$ cat config.mk
export PLATFORM = sky130hd
export DESIGN_NAME = rdp_level_ctrl
export DESIGN_NICKNAME = d
export VERILOG_FILES = /design/src/rtl/rdp_pkg.sv /design/src/rtl/rdp_code_decode.sv /design/src/rtl/rdp_transition.sv /design/src/rtl/rdp_access_gate.sv /design/src/rtl/rdp_level_ctrl.sv
export SDC_FILE = /design/constraint.sdc
export NUM_CORES = 1
export LEC_CHECK = 0
export BUFFER_PORTS_ARGS = -buffer_cell sky130_fd_sc_hd__buf_4
export CORE_MARGIN = 1.5
export CORE_UTILIZATION = 30
export CTS_CLUSTER_DIAMETER = 200
export DETAILED_ROUTE_END_ITERATION = 12
export PLACE_DENSITY = 0.6
export SETUP_SLACK_MARGIN = 0.5
export SYNTH_ARGS = -nofsm -noshare
export SYNTH_HDL_FRONTEND = slang
export SYNTH_HIERARCHICAL = 1
export SYNTH_SLANG_ARGS = --single-unit
$ cat constraint.sdc
create_clock -name clk -period 1.63 [get_ports clk]
set_input_delay 0.163 -clock clk [delete_from_list [all_inputs] [get_ports clk]]
set_output_delay 0.163 -clock clk [all_outputs]
set_load 0.05 [all_outputs]
$ cat src/rtl/rdp_pkg.sv
package rdp_pkg;
  localparam int CODE_W = 8;
  localparam int RANK_W = 2;

  localparam logic [CODE_W-1:0] CODE_OPEN   = 8'hA5;
  localparam logic [CODE_W-1:0] CODE_SECO   = 8'h5A;
  localparam logic [CODE_W-1:0] CODE_PROT   = 8'hC3;

  typedef enum logic [RANK_W-1:0] {
    RK_OPEN = 2'd0,
    RK_SECO = 2'd1,
    RK_PROT = 2'd2,
    RK_SEAL = 2'd3
  } rank_e;

  typedef struct packed {
    logic flash_ext;
    logic dbg_port;
    logic dbg_mem;
    logic dbg_sec;
  } gates_t;
endpackage

$ cat src/rtl/rdp_code_decode.sv
module rdp_code_decode
  import rdp_pkg::*;
(
  input  logic [CODE_W-1:0] code_i,
  output rank_e             rank_o
);
  // Unknown codes fail closed to the sealed level.
  always_comb begin
    unique case (code_i)
      CODE_OPEN: rank_o = RK_OPEN;
      CODE_SECO: rank_o = RK_SECO;
      CODE_PROT: rank_o = RK_PROT;
      default:   rank_o = RK_SEAL;
    endcase
  end
endmodule

$ cat src/rtl/rdp_transition.sv
module rdp_transition
  import rdp_pkg::*;
(
  input  rank_e             cur_i,
  input  logic              busy_i,
  input  logic              tz_en_i,
  input  logic              req_valid_i,
  input  logic [RANK_W-1:0] req_level_i,
  input  logic              key_ok_i,
  input  logic              erase_done_i,
  output rank_e             nxt_o,
  output logic              nxt_busy_o,
  output logic              nxt_err_o
);
  rank_e req_rank;
  assign req_rank = rank_e'(req_level_i);

  always_comb begin
    nxt_o      = cur_i;
    nxt_busy_o = busy_i;
    nxt_err_o  = 1'b0;
    if (busy_i) begin
      if (erase_done_i) begin
        nxt_o      = RK_OPEN;
        nxt_busy_o = 1'b0;
      end
      if (req_valid_i) nxt_err_o = 1'b1;
    end else if (req_valid_i) begin
      if (req_rank == cur_i) begin
        nxt_err_o = 1'b0;
      end else if (req_rank > cur_i) begin
        if (req_rank == RK_SECO && !tz_en_i) nxt_err_o = 1'b1;
        else                                 nxt_o     = req_rank;
      end else begin
        unique case (cur_i)
          RK_SECO, RK_PROT: begin
            if (req_rank == RK_OPEN) nxt_busy_o = 1'b1;
            else                     nxt_err_o  = 1'b1;
          end
          RK_SEAL: begin
            if (req_rank == RK_PROT && key_ok_i) nxt_o     = RK_PROT;
            else                                 nxt_err_o = 1'b1;
          end
          default: nxt_err_o = 1'b1;
        endcase
      end
    end
  end
endmodule

$ cat src/rtl/rdp_access_gate.sv
module rdp_access_gate
  import rdp_pkg::*;
(
  input  rank_e  rank_i,
  input  logic   tz_en_i,
  output gates_t gates_o
);
  always_comb begin
    unique case (rank_i)
      RK_OPEN: gates_o = '{flash_ext: 1'b1, dbg_port: 1'b1, dbg_mem: 1'b1, dbg_sec: 1'b1};
      RK_SECO: gates_o = tz_en_i
                 ? '{flash_ext: 1'b1, dbg_port: 1'b1, dbg_mem: 1'b1, dbg_sec: 1'b0}
                 : '{flash_ext: 1'b0, dbg_port: 1'b1, dbg_mem: 1'b1, dbg_sec: 1'b0};
      RK_PROT: gates_o = '{flash_ext: 1'b0, dbg_port: 1'b1, dbg_mem: 1'b1, dbg_sec: 1'b0};
      default: gates_o = '{flash_ext: 1'b0, dbg_port: 1'b0, dbg_mem: 1'b0, dbg_sec: 1'b0};
    endcase
  end
endmodule

$ cat src/rtl/rdp_level_ctrl.sv
module rdp_level_ctrl
  import rdp_pkg::*;
(
  input  logic              clk,
  input  logic              rst_n,
  input  logic [CODE_W-1:0] nv_code_i,
  input  logic              tz_en_i,
  input  logic              req_valid_i,
  input  logic [RANK_W-1:0] req_level_i,
  input  logic              key_ok_i,
  input  logic              erase_done_i,
  output logic [RANK_W-1:0] level_o,
  output logic              flash_ext_en_o,
  output logic              dbg_port_en_o,
  output logic              dbg_mem_en_o,
  output logic              dbg_sec_en_o,
  output logic              erase_req_o,
  output logic              req_err_o
);
  // Reset synchronizer: asserts at once, releases on the clock.
  logic [1:0] rst_sync_q;
  logic       rst_s_n;

  always_ff @(posedge clk or negedge rst_n) begin
    if (!rst_n) rst_sync_q <= 2'b00;
    else        rst_sync_q <= {rst_sync_q[0], 1'b1};
  end
  assign rst_s_n = rst_sync_q[1];

  rank_e  rank_q, rank_d, load_rank, step_rank;
  logic   busy_q, busy_d, step_busy;
  logic   err_q, err_d, step_err;
  logic   boot_q;
  logic   upd_en;
  gates_t gates;

  rdp_code_decode u_dec (
    .code_i (nv_code_i),
    .rank_o (load_rank)
  );

  rdp_transition u_trn (
    .cur_i        (rank_q),
    .busy_i       (busy_q),
    .tz_en_i      (tz_en_i),
    .req_valid_i  (req_valid_i),
    .req_level_i  (req_level_i),
    .key_ok_i     (key_ok_i),
    .erase_done_i (erase_done_i),
    .nxt_o        (step_rank),
    .nxt_busy_o   (step_busy),
    .nxt_err_o    (step_err)
  );

  // Next-state selection.
  always_comb begin
    if (boot_q) begin
      rank_d = load_rank;
      busy_d = 1'b0;
      err_d  = 1'b0;
    end else begin
      rank_d = step_rank;
      busy_d = step_busy;
      err_d  = step_err;
    end
  end

  assign upd_en = boot_q | req_valid_i | busy_q;

  always_ff @(posedge clk or negedge rst_s_n) begin
    if (!rst_s_n) begin
      rank_q <= RK_SEAL;
      busy_q <= 1'b0;
      boot_q <= 1'b1;
    end else if (upd_en) begin
      rank_q <= rank_d;
      busy_q <= busy_d;
      boot_q <= 1'b0;
    end
  end

  // Error pulse register runs every cycle so it clears after one cycle.
  always_ff @(posedge clk or negedge rst_s_n) begin
    if (!rst_s_n) err_q <= 1'b0;
    else          err_q <= upd_en & err_d;
  end

  rdp_access_gate u_gate (
    .rank_i  (rank_q),
    .tz_en_i (tz_en_i),
    .gates_o (gates)
  );

  assign level_o        = rank_q;
  assign flash_ext_en_o = gates.flash_ext;
  assign dbg_port_en_o  = gates.dbg_port;
  assign dbg_mem_en_o   = gates.dbg_mem;
  assign dbg_sec_en_o   = gates.dbg_sec;
  assign erase_req_o    = busy_q;
  assign req_err_o      = err_q;
endmodule

After elaboration in Yosys (flattened, before gate mapping)
Index checks and enable logic that the tools add are counted.
{"block": "totals", "register_bits": 7, "latch_bits": 0, "ram_bits": 0, "mem_bits_ro": 0, "out_inout_bits": 8, "word_cells": 61, "memories": 0}
{"block": "classes", "n_addsub": 0, "multipliers": 0, "n_div": 0, "magnitude_cmp": 1, "n_eq_ne": 12, "n_shift": 0, "muxes": 30, "bitwise_logic": 3, "n_reduce_logical": 10}
{"operator": "2-to-1 mux 2 bit", "count": 9}
{"operator": "2-to-1 mux 1 bit", "count": 17}
{"operator": "equality test 8 bit, second input constant", "count": 2}
{"operator": "case mux 4 bit (3 select lines)", "count": 1}
{"operator": "equality test 8 x 7 -> 1 bit, second input constant", "count": 1}
{"operator": "nonzero test 4 bit", "count": 2}
{"operator": "AND reduction 7 bit", "count": 1}
{"operator": "equality test 2 bit, second input constant", "count": 3}
{"operator": "case mux 2 bit (3 select lines)", "count": 1}
{"operator": "equality test 2 x 1 -> 1 bit, second input constant", "count": 2}
{"operator": "logical NOT 2 bit", "count": 2}
{"operator": "2-to-1 mux 4 bit", "count": 1}
{"operator": "inequality test 4 bit, second input constant", "count": 1}
{"operator": "inequality test 3 x 2 -> 1 bit, second input constant", "count": 1}
{"operator": "inequality test 3 bit, second input constant", "count": 1}
{"operator": "nonzero test 3 bit", "count": 1}
{"operator": "equality test 2 bit", "count": 1}
{"operator": "> comparator 2 bit", "count": 1}
{"operator": "logical AND 1 bit", "count": 2}
{"operator": "bitwise OR 1 bit", "count": 2}
{"operator": "case mux 1 bit (2 select lines)", "count": 1}
{"operator": "OR reduction 2 bit", "count": 1}
{"operator": "bitwise AND 1 bit", "count": 1}
{"operator": "logical NOT 1 bit", "count": 1}

Logic depth before layout (Yosys ltp)
{"block": "logic_depth", "depth_word": 10, "depth_mapped": 8, "depth_no_buf": 8}

By module
Netlist, hierarchy kept.
{"mod": "rdp_level_ctrl", "instances": 1, "cells_per_inst": 20, "area_each_um2": 257.7, "seq_area_each_um2": 178.9}
{"mod": "rdp_transition", "instances": 1, "cells_per_inst": 37, "area_each_um2": 256.5, "seq_area_each_um2": 0.0}
{"mod": "rdp_code_decode", "instances": 1, "cells_per_inst": 6, "area_each_um2": 67.6, "seq_area_each_um2": 0.0}
{"mod": "rdp_access_gate", "instances": 1, "cells_per_inst": 5, "area_each_um2": 27.5, "seq_area_each_um2": 0.0}

Least setup slack after synthesis
No wires, ideal clock.
{"block": "synth_path", "path_kind": "register to register", "from": "register rank_q[1] (netlist: level_o[1])", "to": "register rank_q[0] (netlist: level_o[0])", "arrival_ps": 2130, "t_required_ps": 1532, "path_slack_ps": -598, "stages_incl_launch_ff": 9, "n_path_buf": 0, "synth_period_minus_slack_ps": 2228, "cell_sequence": "dfstp_2 -> inv_1 -> ha_1 -> a21boi_1 -> nor3b_1 -> a21oi_1 -> o22ai_2 -> inv_1 -> o311ai_1"}
{"block": "synth_between", "elab_chain_cells": 6, "elab_cells_between_ends": 13, "cone_classes": "1 x order compare; 4 x eq/ne; 5 x mux; 3 x reduce/logical"}
{"element": "from (decl)", "line": "rdp_level_ctrl.sv:30", "source": "rank_e rank_q, rank_d, load_rank, step_rank;"}
{"element": "from (signal assigned)", "line": "rdp_level_ctrl.sv:76", "source": "rank_q <= rank_d;"}
{"element": "> comparator 2 bit", "line": "rdp_transition.sv:31", "source": "end else if (req_rank > cur_i) begin"}
{"element": "2-to-1 mux 2 bit", "line": "rdp_transition.sv:31"}
{"element": "2-to-1 mux 2 bit", "line": "rdp_transition.sv:29", "source": "if (req_rank == cur_i) begin"}
{"element": "2-to-1 mux 2 bit", "line": "rdp_transition.sv:28", "source": "end else if (req_valid_i) begin"}
{"element": "2-to-1 mux 2 bit", "line": "rdp_transition.sv:22", "source": "if (busy_i) begin"}
{"element": "net step_rank[0]", "line": "rdp_level_ctrl.sv:30"}
{"element": "2-to-1 mux 2 bit", "line": "rdp_level_ctrl.sv:57", "source": "if (boot_q) begin"}
The timed path passes the listed nets, and every way through them passes these cells. The select of a mux whose other input is x is not followed.
A chain may end at the register's enable or synchronous reset.

Final worst setup path
{"block": "layout_path", "from": "register rank_q[0] (netlist: level_o[0])", "to": "register rank_q[1] (netlist: level_o[1])"}
Same word-level chain as after synthesis.

==> key figures <==
Run status
  – Status: complete, but fails checks
  – Failing checks: setup timing

Floorplanning
  – Die outline height: 48.1 um
  – Std cell rows: 16
  – Starting density of the core: 31.4%
  – Area of the core region: about 1900 um2
  – Overall die width: 48.1 um
  – # IOs: 24
  – Die Outline Area: 2310 um2

Critical path
  – Crit start category: flip-flop
  – Cells along the critical path: ha_2 > and4b_1 > a211o_1 > a21oi_2 > o31ai_1 > inv_1 > o311ai_2
  – Capturing element type of the critical path: flip-flop
  – Worst path arrival time: 2.05 ns
  – Reg-to-Reg Start: level_o[0]$_DFFE_PN1P_
  – Endpoint of the worst register-to-register path: level_o[1]$_DFFE_PN1P_
  – Worst reg2reg path depth: 7
  – Cell with the largest stage delay on the worst path: sky130_fd_sc_hd__dfstp_4
  – Largest delay contributor family on the critical path: compound AO/OA/AOI/OAI gates
  – Worst setup path class: reg2reg
  – R2R setup slack: -0.26 ns
  – Biggest cell delay along the critical path: 0.65 ns
  – Highest fanout seen on the critical path: 4
  – Bufs and invs on worst path: 1
  – Data required, critical path: 1.80 ns

Clock tree
  – Number of buffers created by CTS: 3
  – Level count of the clock H-tree: 1
  – TritonCTS clock tree: built
  – Clk pin slew, worst setup/hold paths: ~0.06 ns
  – CTS sink cnt: 7
  – Clock latency on the worst-skew pair: 0.26 ns
  – Clock tree root buffer cell: sky130_fd_sc_hd__clkbuf_4
  – Number of buffers between clock root and the deepest sink: 2

STA
  – Worst setup margin: -0.257 ns
  – Worst Clk Skew: ~0.017 ns
  – Final setup viols: 4
  – Unrepaired setup endpoints after global routing: yes
  – Final hold violation count: 0
  – Total negative slack for setup checks: -0.821 ns
  – Part of the cycle the worst path needs: 116%
  – Highest clock frequency the design can meet: 0.530 GHz
  – Period minus WS final: about 1.9 ns
  – Number of max-slew violations in the final report: 0

Drt
  – Initial detailed-routing violation count: 8
  – Avg WL per Cell: 12.3 um
  – Number of detailed-route iterations in the first pass: 4
  – Total via count after detailed routing: 667
  – Number of vias per cell after detailed routing: 4.90
  – Wire length reported by the detailed router: roughly 1700 um
  – Post-DRT Antenna Nets: 0
  – Number of design rule violations left after detail routing: 0

Logic synthesis
  – Sequential share of the synthesized area: 29.4%
  – Syn_nets: 88
  – Fraction of registers with async set/reset: 100%
  – Post-synthesis compound-gate area fraction: 23.4%
  – Combinational family with the most area after synthesis: simple AND/OR/NAND/NOR gates
  – Area share of fa/ha/maj cells after synthesis: 8.21%
  – Count of state elements after synthesis: 7
  – Avg Synthesized Cell Area: 8.96 um2
  – Top flip-flop cell by instance count after synthesis: sky130_fd_sc_hd__dfrtp_1
  – Post-synth cell types: 28
  – Synth Cell Area: 609 um2
  – Mux share of post-synthesis cell area: about 1.6%
  – Post-synthesis simple-gate area fraction: 29.4%
  – Yosys warnings: 6
  – Number of cells produced by synthesis: 68
  – Count of flip-flops with a built-in enable after synthesis: 0
  – Post-Synth XOR/XNOR Area: 0%

GRT
  – Largest net degree at the start of global routing: 12
  – Number of antenna violations at the first check in global routing: 0
  – Overall global routing resource usage: roughly 16%
  – Via count of the first global-routing pass: 641
  – Overflow after GRT: 0
  – Wire length of the first global-routing pass: 2590 um

Pwr
  – Total power of the final layout: about 0.75 mW
  – LEAKAGE: 0.514 nW
  – Power per standard cell area: 666 nW/um2
  – Peak ir drop on the vdd network: about 0.42 mV

Placement
  – Number of port buffers: 23
  – Number of placed instances with taps included: roughly 130
  – DPL Wire Length: 1200 um
  – Final weighted congestion in routability-driven placement: 0.817

Flow run
  – Max capacitance violation total: 0

Final layout
  – Diode count: 0
  – Total Nets Final: 130
  – Number of non-filler instances in the completed layout: 136
  – Fraction of final layout cells with drive strength greater than 1: 60.6%
  – Area Overhead vs Synth: 85.6%
  – Most frequent cells in the layout: sky130_fd_sc_hd__buf_4, sky130_fd_sc_hd__nand2_1, sky130_fd_sc_hd__buf_8
  – Commonest non-fill, non-tap cell in the layout: sky130_fd_sc_hd__buf_4

Worst hold path
  – Classification of the worst-slack hold path: reg2async
[worst max-delay path by stage]
stage                                       from  slack, ns  cells past startpoint                      to
after floorplan           level_o[1]$_DFFE_PN1P_      -0.31                      8  level_o[0]$_DFFE_PN1P_
after global placement    level_o[1]$_DFFE_PN1P_      -0.32                      8  level_o[0]$_DFFE_PN1P_
after detailed placement  level_o[1]$_DFFE_PN1P_      -0.30                      8  level_o[0]$_DFFE_PN1P_
after CTS                 level_o[1]$_DFFE_PN1P_      -0.26                      8  level_o[0]$_DFFE_PN1P_
after global routing      level_o[1]$_DFFE_PN1P_      -0.37                      7  level_o[1]$_DFFE_PN1P_
final                     level_o[0]$_DFFE_PN1P_      -0.26                      7  level_o[1]$_DFFE_PN1P_
[cell usage after synthesis, types with 2 or more instances]
cell type,n,area [um2]
sky130_fd_sc_hd__a21oi_1,3,15.0
sky130_fd_sc_hd__inv_1,7,26.3
sky130_fd_sc_hd__dfstp_2,3,78.8
sky130_fd_sc_hd__or4b_1,2,20.0
sky130_fd_sc_hd__o21ai_0,2,10.0
sky130_fd_sc_hd__nand2_1,9,33.8
sky130_fd_sc_hd__nor2_1,3,11.3
sky130_fd_sc_hd__o31ai_1,2,15.0
sky130_fd_sc_hd__and4bb_2,2,25.0
sky130_fd_sc_hd__a211o_1,2,17.5
sky130_fd_sc_hd__conb_1,2,7.51
sky130_fd_sc_hd__o21ai_1,2,10.0
sky130_fd_sc_hd__o311ai_1,2,17.5
sky130_fd_sc_hd__ha_1,4,50.1
sky130_fd_sc_hd__and4b_1,2,20.0
sky130_fd_sc_hd__and4bb_1,2,25.0
sky130_fd_sc_hd__nor3b_1,5,37.5
sky130_fd_sc_hd__dfrtp_1,4,100
[area by class of cell]
type	count	area, um2
fillers	182	811
multi-input cells	52	507
repair buffers	39	348
flip-flops and latches	7	188
well taps	27	33.8
inverters	7	28.8
clock buffers	4	26.3
[cells by family (layout without fill, tap and decap cells)]
kind of cell,after synthesis,in the layout
muxes,1,1
AOI/OAI and AO/OA,19,19
DFF,7,7
buffers and inverters,9,50
adders and majority gates,4,4
and+or+nand+nor,26,26
other,2,2
[state kept, by name (all words and copies together), names as in the netlist]
register and cells:
req_err_o 1, erase_req_o 1, boot_q 1, level_o 2
rst_sync_q 2
[routing by layer]
metal  global-route usage (%)  wire length [um]  up-vias
li1                         -                 -      337
met1                     21.1               749      317
met2                     25.6               869       13
met3                     4.91                47        0
met4                     2.16                 0        0
met5                        0                 0        -
[power breakdown]
group / internal (mW) / leakage [nW] / total (mW) / switching (mW)
combinational: 0.195 / 0.418 / 0.387 / 0.192
clock: 0.0935 / 0.0150 / 0.159 / 0.0659
sequential: 0.192 / 0.0815 / 0.207 / 0.0154
total: 0.480 / 0.514 / 0.753 / 0.273
[through the flow]
step | setup WS (ns) | hold slack (ns) | cell area (um2) | util [%]
after floorplan | -0.306 | -0.133 | 653 | -
after global placement | -0.324 | -0.0540 | 912 | 47.0
after detailed placement | -0.304 | -0.0537 | 912 | 47.0
after CTS | -0.259 | 0.0689 | 1080 | 55.4
after global routing | -0.373 | 0.0783 | 1130 | 58.2
final | -0.257 | 0.0574 | 1130 | 58.2
[what timing repair did]
action                     in CTS  in global routing
setup endpoints to repair      11                 11
pin swaps                       9                  5
gates resized for setup        24                  8
hold endpoints to repair        2                  0
setup buffers                   4                  2
hold buffers                    1                  0
Power figures use the tool's default switching activity.
